[config.mk]
export PLATFORM = sky130hd
export DESIGN_NAME = scl_wavegen
export DESIGN_NICKNAME = d
export VERILOG_FILES = /design/src/rtl/sclgen_pkg.sv /design/src/rtl/sclgen_cfg.sv /design/src/rtl/sclgen_phase.sv /design/src/rtl/sclgen_hold.sv /design/src/rtl/scl_wavegen.sv
export SDC_FILE = /design/constraint.sdc
export NUM_CORES = 1
export LEC_CHECK = 0
export ABC_AREA = 1
export BUFFER_PORTS_ARGS = -buffer_cell sky130_fd_sc_hd__buf_2
export CORE_MARGIN = 8
export CORE_UTILIZATION = 40
export CTS_BUF_LIST = sky130_fd_sc_hd__clkbuf_2
export DETAILED_ROUTE_END_ITERATION = 8
export PLACE_DENSITY = 0.61
export SKIP_LAST_GASP = 1
export SLEW_MARGIN = 20
export SYNTH_ARGS = -nofsm -noshare
export SYNTH_HDL_FRONTEND = slang
export SYNTH_HIERARCHICAL = 1
export SYNTH_SLANG_ARGS = --single-unit
[constraint.sdc]
create_clock -name clk -period 2.4 [get_ports clk]
set_clock_uncertainty 0.05 [all_clocks]
set_input_delay 0.24 -clock clk [delete_from_list [all_inputs] [get_ports clk]]
set_output_delay 0.24 -clock clk [all_outputs]
set_load 0.02 [all_outputs]
[src/rtl/sclgen_pkg.sv]
package sclgen_pkg;
   typedef enum logic [1:0] {
      PH_IDLE = 2'd0,
      PH_LOW  = 2'd1,
      PH_HIGH = 2'd2
   } phase_e;

   localparam int HOLD_EXTRA = 3;
endpackage

[src/rtl/sclgen_cfg.sv]
module sclgen_cfg
   import sclgen_pkg::*;
#(
   parameter int DIV_W    = 8,
   parameter int EXP_W    = 3,
   parameter int EXP_MAX  = 5,
   parameter int HOLD_W   = 6,
   parameter int HOLD_MAX = 40,
   parameter int OFFSET   = 3,
   parameter int CNT_W    = 15
) (
   input  logic                              clk,
   input  logic                              rst_n,
   input  logic                              load,
   input  logic                              busy,
   input  logic [2*DIV_W+EXP_W+HOLD_W-1:0]   cfg_word,
   output logic [CNT_W-1:0]                  low_len,
   output logic [CNT_W-1:0]                  high_len,
   output logic [CNT_W-1:0]                  hold_at
);
   localparam int EXP_LSB  = 2 * DIV_W;
   localparam int HOLD_LSB = EXP_LSB + EXP_W;
   localparam logic [CNT_W-1:0] LEN_CAP =
      CNT_W'(((2 ** DIV_W) - 1) * (2 ** EXP_MAX) + OFFSET);

   logic [DIV_W-1:0]  lo_div, hi_div;
   logic [EXP_W-1:0]  exp_raw, exp_eff;
   logic [HOLD_W-1:0] hold_raw, hold_eff;

   assign lo_div   = cfg_word[DIV_W-1:0];
   assign hi_div   = cfg_word[EXP_LSB-1:DIV_W];
   assign exp_raw  = cfg_word[HOLD_LSB-1:EXP_LSB];
   assign hold_raw = cfg_word[HOLD_LSB+HOLD_W-1:HOLD_LSB];

   generate
      if (EXP_MAX < (2 ** EXP_W) - 1) begin : g_exp_sat
         assign exp_eff = (exp_raw > EXP_W'(EXP_MAX)) ? EXP_W'(EXP_MAX) : exp_raw;
      end else begin : g_exp_pass
         assign exp_eff = exp_raw;
      end
      if (HOLD_MAX < (2 ** HOLD_W) - 1) begin : g_hold_sat
         assign hold_eff = (hold_raw > HOLD_W'(HOLD_MAX)) ? HOLD_W'(HOLD_MAX) : hold_raw;
      end else begin : g_hold_pass
         assign hold_eff = hold_raw;
      end
   endgenerate

   logic [CNT_W-1:0] lo_next, hi_next, hold_next;
   assign lo_next   = (CNT_W'(lo_div) << exp_eff) + CNT_W'(OFFSET);
   assign hi_next   = (CNT_W'(hi_div) << exp_eff) + CNT_W'(OFFSET);
   assign hold_next = CNT_W'(hold_eff) + CNT_W'(HOLD_EXTRA);

   always_ff @(posedge clk or negedge rst_n) begin
      if (!rst_n) begin
         low_len  <= CNT_W'(OFFSET);
         high_len <= CNT_W'(OFFSET);
         hold_at  <= CNT_W'(HOLD_EXTRA);
      end else if (load) begin
         low_len  <= lo_next;
         high_len <= hi_next;
         hold_at  <= hold_next;
      end
   end

   initial begin : elab_chk
      assert (OFFSET >= 1) else $error("OFFSET must be at least 1");
      assert (EXP_MAX < 2 ** EXP_W) else $error("EXP_MAX exceeds exponent field");
      assert (CNT_W >= DIV_W + EXP_MAX + 1) else $error("CNT_W too narrow");
      assert (HOLD_MAX + HOLD_EXTRA < 2 ** CNT_W) else $error("HOLD_MAX too large");
   end

   // captured lengths are frozen for the whole session
   p_frozen_r9: assert property (@(posedge clk) disable iff (!rst_n)
      busy |=> ($stable(low_len) && $stable(high_len) && $stable(hold_at)));
   // scaled lengths never exceed the saturated exponent range
   p_len_cap_r5: assert property (@(posedge clk) disable iff (!rst_n)
      (low_len <= LEN_CAP) && (high_len <= LEN_CAP));
   // hold point never exceeds the saturated hold field
   p_hold_cap_r7: assert property (@(posedge clk) disable iff (!rst_n)
      hold_at <= CNT_W'(HOLD_MAX + HOLD_EXTRA));
endmodule

[src/rtl/sclgen_phase.sv]
module sclgen_phase
   import sclgen_pkg::*;
#(
   parameter int CNT_W = 15
) (
   input  logic             clk,
   input  logic             rst_n,
   input  logic             run_req,
   input  logic             stop_req,
   input  logic             scl_in,
   input  logic [CNT_W-1:0] low_len,
   input  logic [CNT_W-1:0] high_len,
   output logic             load,
   output logic [CNT_W-1:0] el,
   output logic             in_low,
   output logic             low_last,
   output logic             busy,
   output logic             scl_fall,
   output logic             scl_rise
);
   phase_e ph;
   logic   stop_pend, hi_seen, fall_q;
   logic   hi_last;

   assign load     = (ph == PH_IDLE) && run_req;
   assign in_low   = (ph == PH_LOW);
   assign low_last = in_low && (el == low_len - CNT_W'(1));
   assign hi_last  = (ph == PH_HIGH) && scl_in && (el == high_len - CNT_W'(1));
   assign busy     = (ph != PH_IDLE);
   assign scl_fall = fall_q;
   assign scl_rise = (ph == PH_HIGH) && scl_in && !hi_seen;

   always_ff @(posedge clk or negedge rst_n) begin
      if (!rst_n) begin
         ph        <= PH_IDLE;
         el        <= '0;
         stop_pend <= 1'b0;
         hi_seen   <= 1'b0;
         fall_q    <= 1'b0;
      end else begin
         fall_q <= 1'b0;
         unique case (ph)
            PH_IDLE: begin
               stop_pend <= 1'b0;
               if (run_req) begin
                  ph     <= PH_LOW;
                  el     <= '0;
                  fall_q <= 1'b1;
               end
            end
            PH_LOW: begin
               if (stop_req) stop_pend <= 1'b1;
               if (low_last) begin
                  ph      <= PH_HIGH;
                  el      <= '0;
                  hi_seen <= 1'b0;
               end else begin
                  el <= el + CNT_W'(1);
               end
            end
            PH_HIGH: begin
               if (stop_req) stop_pend <= 1'b1;
               if (scl_in) begin
                  hi_seen <= 1'b1;
                  if (hi_last) begin
                     el <= '0;
                     if (stop_pend || stop_req) begin
                        ph        <= PH_IDLE;
                        stop_pend <= 1'b0;
                     end else begin
                        ph     <= PH_LOW;
                        fall_q <= 1'b1;
                     end
                  end else begin
                     el <= el + CNT_W'(1);
                  end
               end
            end
            default: ph <= PH_IDLE;
         endcase
      end
   end

   // the fall strobe marks the first cycle of a low phase
   p_fall_first_r2: assert property (@(posedge clk) disable iff (!rst_n)
      scl_fall |-> (in_low && el == '0));
   // a low phase is not left before its count ends
   p_low_hold_r2: assert property (@(posedge clk) disable iff (!rst_n)
      (in_low && !low_last) |=> in_low);
   // sensed-low SCL freezes the high count
   p_stretch_r3: assert property (@(posedge clk) disable iff (!rst_n)
      (ph == PH_HIGH && !scl_in) |=> (ph == PH_HIGH && $stable(el)));
   // one rise strobe per high phase
   p_rise_once_r11: assert property (@(posedge clk) disable iff (!rst_n)
      scl_rise |=> !scl_rise);
   // an idle block never leaves idle without a run request
   p_idle_stay_r10: assert property (@(posedge clk) disable iff (!rst_n)
      (!busy && !run_req) |=> !busy);
endmodule

[src/rtl/sclgen_hold.sv]
module sclgen_hold #(
   parameter int CNT_W = 15
) (
   input  logic             clk,
   input  logic             rst_n,
   input  logic             in_low,
   input  logic             low_last,
   input  logic [CNT_W-1:0] el,
   input  logic [CNT_W-1:0] hold_at,
   output logic             sda_upd
);
   logic done;

   assign sda_upd = in_low && !done && ((el == hold_at) || low_last);

   always_ff @(posedge clk or negedge rst_n) begin
      if (!rst_n)        done <= 1'b0;
      else if (!in_low)  done <= 1'b0;
      else if (sda_upd)  done <= 1'b1;
   end

   // no second strobe in the same low phase
   p_upd_once_r6: assert property (@(posedge clk) disable iff (!rst_n)
      (sda_upd && !low_last) |=> !sda_upd);
   // by the last low cycle the strobe has fired or fires now
   p_upd_by_end_r8: assert property (@(posedge clk) disable iff (!rst_n)
      low_last |-> (done || sda_upd));
   // a new low phase always starts armed
   p_rearm_r6: assert property (@(posedge clk) disable iff (!rst_n)
      !in_low |=> !done);
endmodule

[src/rtl/scl_wavegen.sv]
module scl_wavegen #(
   parameter int DIV_W    = 8,
   parameter int EXP_W    = 3,
   parameter int EXP_MAX  = 5,
   parameter int HOLD_W   = 6,
   parameter int HOLD_MAX = 40,
   parameter int OFFSET   = 3
) (
   input  logic                              clk,
   input  logic                              rst_n,
   input  logic [2*DIV_W+EXP_W+HOLD_W-1:0]   cfg_word,
   input  logic                              run_req,
   input  logic                              stop_req,
   input  logic                              scl_in,
   output logic                              scl_drive_low,
   output logic                              scl_fall_stb,
   output logic                              scl_rise_stb,
   output logic                              sda_upd_stb,
   output logic                              busy
);
   localparam int CNT_W = DIV_W + EXP_MAX + 2;

   logic [CNT_W-1:0] low_len, high_len, hold_at, el;
   logic             load, in_low, low_last;

   sclgen_cfg #(
      .DIV_W(DIV_W), .EXP_W(EXP_W), .EXP_MAX(EXP_MAX),
      .HOLD_W(HOLD_W), .HOLD_MAX(HOLD_MAX), .OFFSET(OFFSET), .CNT_W(CNT_W)
   ) cfg_i (
      .clk(clk), .rst_n(rst_n), .load(load), .busy(busy), .cfg_word(cfg_word),
      .low_len(low_len), .high_len(high_len), .hold_at(hold_at)
   );

   sclgen_phase #(.CNT_W(CNT_W)) phase_i (
      .clk(clk), .rst_n(rst_n), .run_req(run_req), .stop_req(stop_req),
      .scl_in(scl_in), .low_len(low_len), .high_len(high_len), .load(load),
      .el(el), .in_low(in_low), .low_last(low_last), .busy(busy),
      .scl_fall(scl_fall_stb), .scl_rise(scl_rise_stb)
   );

   sclgen_hold #(.CNT_W(CNT_W)) hold_i (
      .clk(clk), .rst_n(rst_n), .in_low(in_low), .low_last(low_last),
      .el(el), .hold_at(hold_at), .sda_upd(sda_upd_stb)
   );

   assign scl_drive_low = in_low;

   // SCL is released whenever no session runs
   p_idle_released_r1: assert property (@(posedge clk) disable iff (!rst_n)
      !busy |-> (!scl_drive_low && !sda_upd_stb));
endmodule

==> results.yml <==
drt:
  via_per_inst: 4.769
  ant_nets: 0
  num_vias: 5618
  dr.first_iter.drc_count: 336
  dr.pass1.iters: 5
  drcViolationCount: 0
  wl_per_cell_um: 12.08
  wirelength_mm: 14.24
worst_setup_path:
  crit_required_ns: 2.11
  end_kind: "primary output"
  reg2reg_slack_ns: -0.08
  crit_arrival_ns: 2.58
  max_stage_delay_ns: 0.56
  slowest_stage: "dfstp_2"
  crit_chain: "inv_2 > ha_4 > nand2_2 > inv_2 > nor2_2 > nand2_1 > nor2_1 > nand2_1 > nor2_1 > nand3_1 > nor2_2 > nand3_2 > nor2_2 > inv_1 > nand2_1 > nand2_2 > inv_2 > buf_6"
  startpoint_type: "flip-flop"
  critical_path_class: "flip-flop to primary output"
  crit_fanout: 2
status:
  violations: "negative setup slack"
  status: "finished with violations"
timing:
  maxSlewViolCount: 0
  period_needed_ns: 2.870
  rsz0062_at_grt: "yes"
  hold_viol: 0
  period_share: 1.196
  timing.slew.headroom: 0.5186
  finalSetupTns_ns: -1.221
  setup_viol: 19
  worst_pin_slew_ns: 0.7221
  setup_ws_ns: -0.4697
  max_freq_mhz: 348.5
clock_tree:
  cts_made_buffers: 9
  htree_levels: 3
  insertion_delay_ns: 0.51
  cts.path.max_buffers: 2
  cts_sinks: 58
  cts_tree: "built"
  path_clk_slew_ns: 0.15
  root_buffer: "clkbuf_2"
global_routing:
  antenna_found_initial: 1
  grt_max_degree: 39
  grt_pass1_wl_mm: 23.87
  grt_use_total: 0.1605
  grt_pass1_vias: 5012
  overflow: 0
place:
  portBuffers: 34
  routabilityCongestion: 0.8463
  dp.cells: 1149
  dp_hpwl_mm: 10.79
  place_area_um2: 6020
  post-place-ws_ns: -0.03094
floorplan:
  die_w_um: 134.3
  core_um2: 13770
  fp.dieH_um: 134.3
  start_util: 0.4062
  num_rows: 43
  die-area_um2: 18030
  ios: 35
hold_path:
  hold_class: "input port to flip-flop"
synthesis:
  synthAdderAreaFrac: 0.02237
  seq_area_frac_synth: 0.2608
  synth_top_family_by_area: "simple AND/OR/NAND/NOR gates"
  synthArstFlopShare: 1.000
  synth_area_leaders: "dfrtp_1 (23%), nand2_1 (22%), nand3_1 (11%), inv_1 (8.8%), nor2_1 (6.8%)"
  synth_cell_type_count: 43
  yosys.area.top_type: "dfrtp_1"
  ys.flop_type: "dfrtp_1"
  synth-compound-area-share: 0.06598
  ys_ff_latch: 58
  synth_area_per_cell_um2: 5.983
  syn_inst: 935
  synthSimpleGateAreaFrac: 0.4739
  syn-cell-area_um2: 5594
  synthXorXnorAreaFrac: 0.04540
  synth_mux_area_frac: 0
  yosysTopAreaCellShare: 0.2326
  synth-edff-count: 0
  synth_warnings: 6
pwr:
  p_seq_frac: 0.349
  power_mw: 4.783
  p_leak_nw: 3.279
  p_sw_mw: 2.389
  vdd_drop_max_mv: 0.2493
  p_clk_frac: 0.103
  combPwrFrac: 0.547
  p_per_area_nw_per_um2: 761.7
  p_int_mw: 2.394
  switching_share: 0.4994
cells_and_area:
  area_delta_synth_final_pct: 12.23
  stdcell_count: 1178
  nets: 1032
  drive_gt1_frac: 0.1474
  fin_area_um2: 6279
flow_run:
  drv_cap: 0
-- critical path, delay by kind of cell (launching register included) --
kind,cells,cell delay (ns)
AND/OR/NAND/NOR,12,1.02
flip-flops,1,0.56
buffers and inverters,5,0.29
adder cells (fa/ha/maj),1,0.24
-- cell type report --
| type | instances | area, um2 |
|---|---|---|
| Fill cell | 1551 | 7495 |
| Multi-Input combinational cell | 714 | 3500 |
| Sequential cell | 58 | 1459 |
| Inverter | 136 | 513.0 |
| Timing Repair Buffer | 73 | 503.0 |
| Tap cell | 180 | 225.2 |
| Clock buffer | 11 | 55.05 |
| Clock inverter | 5 | 21.27 |
| Antenna cell | 1 | 2.502 |
-- synth_stat cells, drive strengths merged, types with 6 or more instances --
cell type / instances
dfstp: 6
inv: 136
xor2: 16
ha: 10
clkbuf: 11
nand3: 129
xnor2: 13
nor2: 119
nand2: 333
a31oi: 8
buf: 24
nand3b: 8
nand4: 7
dfrtp: 52
o21ai: 38
a21oi: 7
-- through the flow --
step | hold WS [ns] | util
6_report | 0.05062 | 0.4559
5_1_grt | 0.04384 | 0.4559
4_1_cts | 0.006856 | 0.4498
3_5_place_dp | 0.2809 | 0.4370
3_3_place_gp | 0.2766 | 0.4370
2_1_floorplan | -0.1056 | -
-- metal layers --
layer	part of all wire	track usage	wire length (um)	vias to the layer above
li1	-	-	-	3003
met1	0.49	0.2099	6952	2484
met2	0.46	0.2595	6515	107
met3	0.031	0.02057	441	24
met4	0.023	0.06925	327	0
met5	0	0	0	-
-- cells by family (layout without fill, tap and decap cells) --
| logic type | after synthesis | in the layout |
|---|---|---|
| AND/OR/NAND/NOR | 607 | 608 |
| buffers and inverters | 171 | 225 |
| AO/OA/AOI/OAI | 59 | 59 |
| flip-flops | 58 | 58 |
| XOR/XNOR | 29 | 29 |
| adder cells (fa/ha/maj) | 10 | 10 |
| other | 1 | 9 |
-- flip-flops by register name (all words and copies together), names as in the netlist --
name               flops
cfg_i/high_len        15
cfg_i/hold_at          7
cfg_i/low_len         15
hold_i/done            1
phase_i/el            15
phase_i/hi_seen        1
phase_i/ph             2
phase_i/scl_fall       1
phase_i/stop_pend      1
-- path summary, 6_finish.rpt --
kind / depth (start not counted) / end / from
worst min-delay path: 5 / cfg_i/hold_at[4] / cfg_word[23]
max in group asynchronous: 3 / cfg_i/low_len[1] / rst_n
min in group asynchronous: 2 / hold_i/done / rst_n
worst min register to register: 2 / cfg_i/hold_at[0] / cfg_i/hold_at[0]
worst max-delay path: 18 / sda_upd_stb / cfg_i/low_len[0]
worst max register to register: 18 / phase_i/ph[0] / cfg_i/low_len[0]
-- power by group through the flow --
stage	sequential, mW	clock [mW]	combinational [mW]
final	1.67	0.495	2.62
after global routing	1.73	0.565	2.98
after CTS	1.67	0.523	2.45
after detailed placement	1.69	0	2.40
after global placement	1.68	0	2.37
after floorplan	1.59	0	1.94
-- cells in the final DEF, fill, tap and decap left out, drive strengths merged, types with 8 or more instances in the layout --
cell type	n
o21ai	38
a31oi	8
inv	136
ha	10
xor2	16
dfrtp	52
conb	8
buf	66
nand3	129
nand2	334
clkbuf	11
xnor2	13
nand3b	8
nor2	119
-- what timing repair did --
action | CTS | global route
setup endpoints to repair | 1 | 19
cloned | 0 | 1
pin swaps | 6 | 12
resized for setup | 6 | 16
hold endpoints to repair | 33 | 0
setup buffers | 1 | 3
hold buffers | 7 | 0
No activity file was read; power rests on OpenSTA's default activity.
